## config.mk

```make
export PLATFORM = sky130hd
export DESIGN_NAME = mac_slice
export DESIGN_NICKNAME = d
export VERILOG_FILES = /design/src/rtl/mac_pkg.sv /design/src/rtl/mac_stage.sv /design/src/rtl/mac_ctrl.sv /design/src/rtl/mac_datapath.sv /design/src/rtl/mac_slice.sv
export SDC_FILE = /design/constraint.sdc
export NUM_CORES = 2
export LEC_CHECK = 0
export CORE_ASPECT_RATIO = 1.25
export CORE_MARGIN = 8
export CORE_UTILIZATION = 65
export DETAILED_ROUTE_END_ITERATION = 16
export DONT_BUFFER_PORTS = 1
export GPL_TIMING_DRIVEN = 0
export PLACE_DENSITY = 0.88
export SETUP_SLACK_MARGIN = 0.4
export SLEW_MARGIN = 20
export SYNTH_ARGS = -nofsm -noshare
export SYNTH_HDL_FRONTEND = slang
export SYNTH_SLANG_ARGS = --single-unit
```

## constraint.sdc

```tcl
create_clock -name clk -period 8.6 [get_ports clk]
set_input_delay 0.86 -clock clk [delete_from_list [all_inputs] [get_ports clk]]
set_output_delay 0.86 -clock clk [all_outputs]
set_load 0.05 [all_outputs]
```

## src/rtl/mac_pkg.sv

```systemverilog
package mac_pkg;
  localparam int NUM_STAGES = 6;
  localparam int SEL_A  = 0;
  localparam int SEL_B  = 1;
  localparam int SEL_D  = 2;
  localparam int SEL_AD = 3;
  localparam int SEL_M  = 4;
  localparam int SEL_P  = 5;

  typedef struct packed {
    logic [NUM_STAGES-1:0] load;
    logic [NUM_STAGES-1:0] clear;
    logic                  feedback;
  } stage_strobes_t;
endpackage

```

## src/rtl/mac_stage.sv

```systemverilog
module mac_stage #(
  parameter int W = 8,
  parameter bit PRESENT = 1'b1
) (
  input  logic         clk,
  input  logic         ld,
  input  logic         clr,
  input  logic [W-1:0] dIn,
  output logic [W-1:0] qOut
);
  generate
    if (PRESENT) begin : g_reg
      logic [W-1:0] qReg = '0;
      logic pastValid = 1'b0;
      always_ff @(posedge clk) begin
        pastValid <= 1'b1;
        if (clr)     qReg <= '0;
        else if (ld) qReg <= dIn;
      end
      assign qOut = qReg;

      // a clear strobe leaves the stage at zero
      assert_clear_R6: assert property (@(posedge clk) disable iff (!pastValid)
        clr |=> (qOut == '0));
      // without load or clear the stage holds
      assert_hold_R5: assert property (@(posedge clk) disable iff (!pastValid)
        (!ld && !clr) |=> $stable(qOut));
    end else begin : g_wire
      assign qOut = dIn;
    end
  endgenerate
endmodule

```

## src/rtl/mac_ctrl.sv

```systemverilog
module mac_ctrl
  import mac_pkg::*;
#(
  parameter bit ACCUM = 1'b1,
  parameter bit USE_P = 1'b1
) (
  input  logic [NUM_STAGES-1:0] ce,
  input  logic [NUM_STAGES-1:0] rst,
  input  logic                  selC,
  output stage_strobes_t        strobes
);
  localparam bit FEEDBACK_OK = ACCUM && USE_P;

  always_comb begin
    strobes.load     = ce;
    strobes.clear    = rst;
    strobes.feedback = FEEDBACK_OK && !selC;
  end
endmodule

```

## src/rtl/mac_datapath.sv

```systemverilog
module mac_datapath
  import mac_pkg::*;
#(
  parameter int A_W = 30,
  parameter int B_W = 18,
  parameter int D_W = 25,
  parameter int PRE_W = 25,
  parameter int P_W = 48,
  parameter int OVF_K = 40,
  parameter bit USE_PREADD = 1'b1,
  parameter bit USE_A1 = 1'b1,
  parameter bit USE_A2 = 1'b1,
  parameter bit USE_B1 = 1'b1,
  parameter bit USE_B2 = 1'b1,
  parameter bit USE_D = 1'b1,
  parameter bit USE_AD = 1'b1,
  parameter bit USE_M = 1'b1,
  parameter bit USE_P = 1'b1
) (
  input  logic           clk,
  input  stage_strobes_t strobes,
  input  logic [A_W-1:0] a,
  input  logic [B_W-1:0] b,
  input  logic [P_W-1:0] c,
  input  logic [D_W-1:0] d,
  output logic [P_W-1:0] p,
  output logic           ovf
);
  localparam int MULT_W = PRE_W + B_W;
  localparam bit A2_KEPT = USE_A2 && USE_PREADD;
  localparam logic [P_W-1:0] THRESH = P_W'(1) << OVF_K;

  logic [A_W-1:0]    aS1, aS2;
  logic [B_W-1:0]    bS1, bS2;
  logic [D_W-1:0]    dS;
  logic [PRE_W-1:0]  preSum, adOut;
  logic [MULT_W-1:0] product, mOut;
  logic [P_W-1:0]    addend, pNext, pOut;
  logic              ovfNext;

  mac_stage #(.W(A_W), .PRESENT(USE_A1)) u_a1 (.clk(clk), .ld(strobes.load[SEL_A]),
    .clr(strobes.clear[SEL_A]), .dIn(a), .qOut(aS1));
  mac_stage #(.W(A_W), .PRESENT(A2_KEPT)) u_a2 (.clk(clk), .ld(strobes.load[SEL_A]),
    .clr(strobes.clear[SEL_A]), .dIn(aS1), .qOut(aS2));
  mac_stage #(.W(B_W), .PRESENT(USE_B1)) u_b1 (.clk(clk), .ld(strobes.load[SEL_B]),
    .clr(strobes.clear[SEL_B]), .dIn(b), .qOut(bS1));
  mac_stage #(.W(B_W), .PRESENT(USE_B2)) u_b2 (.clk(clk), .ld(strobes.load[SEL_B]),
    .clr(strobes.clear[SEL_B]), .dIn(bS1), .qOut(bS2));
  mac_stage #(.W(D_W), .PRESENT(USE_D)) u_d (.clk(clk), .ld(strobes.load[SEL_D]),
    .clr(strobes.clear[SEL_D]), .dIn(d), .qOut(dS));

  generate
    if (USE_PREADD) begin : g_pre
      assign preSum = PRE_W'(aS2 + A_W'($signed(dS)));
    end else begin : g_nopre
      assign preSum = PRE_W'(aS2);
    end
  endgenerate

  mac_stage #(.W(PRE_W), .PRESENT(USE_AD)) u_ad (.clk(clk), .ld(strobes.load[SEL_AD]),
    .clr(strobes.clear[SEL_AD]), .dIn(preSum), .qOut(adOut));

  assign product = MULT_W'($signed(adOut) * $signed(bS2));

  mac_stage #(.W(MULT_W), .PRESENT(USE_M)) u_m (.clk(clk), .ld(strobes.load[SEL_M]),
    .clr(strobes.clear[SEL_M]), .dIn(product), .qOut(mOut));

  assign addend  = strobes.feedback ? pOut : c;
  assign pNext   = P_W'($signed(mOut)) + addend;
  assign ovfNext = $signed(pNext) >= $signed(THRESH);

  mac_stage #(.W(P_W), .PRESENT(USE_P)) u_p (.clk(clk), .ld(strobes.load[SEL_P]),
    .clr(strobes.clear[SEL_P]), .dIn(pNext), .qOut(pOut));
  mac_stage #(.W(1), .PRESENT(USE_P)) u_ovf (.clk(clk), .ld(strobes.load[SEL_P]),
    .clr(strobes.clear[SEL_P]), .dIn(ovfNext), .qOut(ovf));

  assign p = pOut;

  generate
    if (USE_P) begin : g_chk
      logic pastValid = 1'b0;
      always_ff @(posedge clk) pastValid <= 1'b1;
      // the flag always agrees with the registered result
      assert_ovf_match_R8: assert property (@(posedge clk) disable iff (!pastValid)
        ovf == ($signed(pOut) >= $signed(THRESH)));
      // accumulate step adds the previous product to the previous result
      assert_accum_R7: assert property (@(posedge clk) disable iff (!pastValid)
        (strobes.feedback && strobes.load[SEL_P] && !strobes.clear[SEL_P]) |=>
          (pOut == P_W'($past(pOut) + P_W'($signed($past(mOut))))));
    end
  endgenerate
endmodule

```

## src/rtl/mac_slice.sv

```systemverilog
module mac_slice
  import mac_pkg::*;
#(
  parameter int A_W = 30,
  parameter int B_W = 18,
  parameter int D_W = 25,
  parameter int PRE_W = 25,
  parameter int P_W = 48,
  parameter int OVF_K = 40,
  parameter bit ACCUM = 1'b1,
  parameter bit USE_PREADD = 1'b1,
  parameter bit USE_A1 = 1'b1,
  parameter bit USE_A2 = 1'b1,
  parameter bit USE_B1 = 1'b1,
  parameter bit USE_B2 = 1'b1,
  parameter bit USE_D = 1'b1,
  parameter bit USE_AD = 1'b1,
  parameter bit USE_M = 1'b1,
  parameter bit USE_P = 1'b1
) (
  input  logic                  clk,
  input  logic [NUM_STAGES-1:0] ce,
  input  logic [NUM_STAGES-1:0] rst,
  input  logic                  selC,
  input  logic [A_W-1:0]        a,
  input  logic [B_W-1:0]        b,
  input  logic [P_W-1:0]        c,
  input  logic [D_W-1:0]        d,
  output logic [P_W-1:0]        p,
  output logic                  ovf
);
  stage_strobes_t strobes;

  mac_ctrl #(.ACCUM(ACCUM), .USE_P(USE_P)) u_ctrl (
    .ce(ce), .rst(rst), .selC(selC), .strobes(strobes));

  mac_datapath #(
    .A_W(A_W), .B_W(B_W), .D_W(D_W), .PRE_W(PRE_W), .P_W(P_W), .OVF_K(OVF_K),
    .USE_PREADD(USE_PREADD), .USE_A1(USE_A1), .USE_A2(USE_A2), .USE_B1(USE_B1),
    .USE_B2(USE_B2), .USE_D(USE_D), .USE_AD(USE_AD), .USE_M(USE_M), .USE_P(USE_P)
  ) u_dp (
    .clk(clk), .strobes(strobes), .a(a), .b(b), .c(c), .d(d), .p(p), .ovf(ovf));
endmodule

```

==> results.py <==
metrics = {
    "yosys": {
        "synth_compound_area_frac": 0.09054,
        "synth-xor-area-share": 0.02618,
        "syn-cell-area_um2": 28440,
        "synth_top_family_by_area": "adder cells",
        "yosys.area_share.simple": 0.1582,
        "synth_area_leaders": "fa_1 (31%), dfxtp_1 (16%), ha_1 (7.8%)",
        "ys.flop_type": "dfxtp_1",
        "synth-warning-count": 0,
        "ys_seq_elements": 228,
        "syn_nets": 3954,
        "synthArstFlopShare": 0,
        "synth.distinct_cells": 78,
        "synth_cells": 3198,
        "synth_fa_ha_area_frac": 0.3901,
        "synth.yosys.seq_area_share": 0.1605,
        "yosysTopAreaCellShare": 0.3118,
        "synthMuxAreaShare": 0.08306,
        "synth_edf_count": 0,
        "syn_area_per_cell_um2": 8.893,
        "yosys.area.top_type": "fa_1",
    },
    "worst_setup_path": {
        "setup.worst_path.end": "u_dp.u_m.qOut[41]$_SDFFE_PP0P_",
        "startpoint_type": "flip-flop",
        "path_common_cell": "fa_1",
        "cp_slowest_cell": "fa_1",
        "startpoint": "u_dp.u_ad.qOut[13]$_SDFFE_PP0P_",
        "required_ps": 9050,
        "r2r_end": "u_dp.u_m.qOut[41]$_SDFFE_PP0P_",
        "cp_max_fo": 10,
        "reg2reg_slack_ps": 580,
        "path_buf_inv": 5,
        "path_depth": 23,
        "cp.arrival_ps": 8470,
        "rr_startpoint": "u_dp.u_ad.qOut[13]$_SDFFE_PP0P_",
        "reg2regPathDepth": 23,
        "endpoint_kind": "flip-flop",
        "crit_chain": "clkbuf_1, clkbuf_1, nand2_1, fa_1, inv_1, fa_1, fa_1, fa_1, fa_1, inv_1, fa_1, inv_1, ha_1, and3_1, and2_1, and3_1, o21ba_2, o2111a_1, o311ai_2, a2111oi_2, nor4_1, mux2_1, a311o_1",
        "critPathTopFamily": "adder cells",
        "critPathKind": "flip-flop to flip-flop",
        "cpPeakStageDelay_ps": 600,
    },
    "routing": {
        "wl_met2_mm": 36.90,
        "routed_wirelength_mm": 76.76,
        "via_count": 22504,
        "met3WireLength_mm": 7.314,
        "top_layer": "met5",
        "viasPerCell": 5.913,
        "drtIter0Drc": 1505,
        "drcViolationCount": 0,
        "wl_per_cell_um": 20.17,
        "drtAntennaViolNets": 0,
        "wl_met1_mm": 26.61,
        "drt_pass1_iterations": 6,
    },
    "global_routing": {
        "overflow": 0,
        "grt_pass1_vias": 24321,
        "grt_pass1_wl_mm": 123.3,
        "grt_max_degree": 15,
        "antenna_found_initial": 2,
        "grt_usage": 0.3032,
    },
    "clocking": {
        "cts_root_buffer": "clkbuf_16",
        "clock_sinks": 228,
        "clockBufferDepth": 3,
        "clk_latency_ps": 590,
        "cts.clk_slew.worst_paths_ps": 60,
        "cts_tree": "yes",
        "htree_levels": 1,
        "post_cts_buffers": 0,
        "cts_buffers": 24,
        "cts.repair.resized": 0,
        "ctsHoldBuffers": 0,
    },
    "place": {
        "routabilityCongestion": 1.014,
        "portBuffers": 0,
        "dp_hpwl_mm": 62.28,
    },
    "die": {
        "die-area_um2": 50750,
        "die_w_um": 203.1,
        "core-area_um2": 43180,
        "start_util": 0.6587,
        "ios": 184,
        "die_h_um": 249.9,
        "rows": 85,
    },
    "sta": {
        "finalMaxSlewViolations": 0,
        "tightest_slew_ps": 929.5,
        "whs_ps": 421.7,
        "finalCriticalPeriod_ps": 8024,
        "finalSetupViolCount": 0,
        "rsz0062_at_grt": "false",
        "finalHoldViolations": 0,
        "finalSetupTns_ps": 0,
        "relSlewSlack": 0.3803,
        "clock_skew_ps": 28.30,
        "fmax_ghz": 0.1246,
        "fin_crit_sh": 0.9331,
    },
    "min_path": {
        "hold_class": "primary input to flip-flop",
    },
    "cells_and_area": {
        "layout_commonest_cell": "inv_1",
        "fin_nets": 3980,
        "final_cell_mix": "inv_1 (522), fa_1 (443), nand2_1 (336)",
        "layout-drive-gt1-share": 0.03827,
        "area_growth_syn_to_layout_pct": 5.380,
    },
    "run_status": {
        "outcome": "finished, final reports clean",
    },
    "power": {
        "p_leak_nw": 14.90,
        "powerDensity_nw_per_um2": 100.5,
        "vdd_ir_drop_max_mv": 0.2275,
    },
    "run": {
        "cap_violations": 0,
    },
}
## cells in the mapped netlist (all sizes together), types with 6 or more instances
cell / n
a2111oi: 7
o311ai: 6
xor2: 29
or2: 6
o21bai: 14
nor2b: 9
dfxtp: 228
a21o: 66
inv: 522
nand4: 11
nand2: 337
nand3: 34
nand2b: 30
or3: 11
nor3: 28
mux2i: 182
a31oi: 24
clkbuf: 157
and3: 20
a21oi: 97
a211oi: 24
xnor2: 56
mux2: 48
o31ai: 6
ha: 178
nor2: 277
fa: 443
o21a: 14
and2: 174
o21ai: 57
buf: 14
o211ai: 13
a31o: 7
a21boi: 6
## how the worst min path moves through the flow
stage	start	end	slack (ps)	depth (start not counted)
3_5_place_dp	u_dp.u_m.qOut[33]$_SDFFE_PP0P_	u_dp.u_m.qOut[33]$_SDFFE_PP0P_	470	2
6_report	b[8]	u_dp.u_b1.qOut[8]$_SDFFE_PP0P_	420	2
4_1_cts	b[8]	u_dp.u_b1.qOut[8]$_SDFFE_PP0P_	420	2
2_1_floorplan	u_dp.u_m.qOut[33]$_SDFFE_PP0P_	u_dp.u_m.qOut[33]$_SDFFE_PP0P_	450	2
5_1_grt	b[8]	u_dp.u_b1.qOut[8]$_SDFFE_PP0P_	420	2
3_3_place_gp	u_dp.u_m.qOut[33]$_SDFFE_PP0P_	u_dp.u_m.qOut[33]$_SDFFE_PP0P_	450	2
## per-stage QoR
stage | cells | instance area (um^2) | power [mW] | setup slack (ps) | utilization
floorplan | 3198 | 28440 | 1.741 | 1932 | -
global placement | 3763 | 29150 | 1.909 | 847.9 | 0.6751
detailed placement | 3763 | 29150 | 1.933 | 783.4 | 0.6751
CTS | 3805 | 29960 | 3.004 | 719.7 | 0.6939
global route | 3806 | 29970 | 3.134 | 401.6 | 0.6941
finish | 3806 | 29970 | 3.012 | 575.7 | 0.6941
## state kept, by name, summed over array words and instances, names as in the netlist
name             count
u_dp.u_b1.qOut      18
u_dp.u_a2.qOut      25
u_dp.u_ovf.qOut      1
u_dp.u_d.qOut       25
u_dp.u_ad.qOut      25
u_dp.u_p.qOut       48
u_dp.u_b2.qOut      18
u_dp.u_a1.qOut      25
u_dp.u_m.qOut       43
## worst register-to-register path, delay by kind of cell, from the launching register on
family          cells  cell delay [ps]
mux                 1              370
compound gates      5             1250
fa+ha+maj           7             3600
simple gates        5             1110
flops               1              300
buf+inv             5             1270
## cell families after synthesis
family / after synthesis
buffers and inverters: 693
muxes: 230
DFF: 228
xor gates and xnor gates: 85
adders and majority gates: 621
AOI/OAI and AO/OA: 376
and+or+nand+nor: 965
## layout make-up
cell class	instances	area, um^2
Antenna cell	1	2.502
Buffer	171	648.1
Clock buffer	33	684.4
Clock inverter	9	130.1
Fill cell	3212	13210
Inverter	522	1959
Multi-Input combinational cell	2277	21280
Sequential cell	228	4564
Tap cell	565	706.9
## power breakdown
group,internal [mW],total [mW],switching [mW]
Sequential,1.12,1.23,0.118
Combinational,0.262,0.696,0.434
Clock,0.620,1.08,0.462
Total,2.00,3.01,1.01
## routing by layer
| layer | up-vias | GRT usage |
|---|---|---|
| li1 | 10176 | - |
| met1 | 10825 | 0.3236 |
| met2 | 1137 | 0.5189 |
| met3 | 364 | 0.07920 |
| met4 | 2 | 0.2083 |
| met5 | - | 0 |
Power figures use the tool's default switching activity.
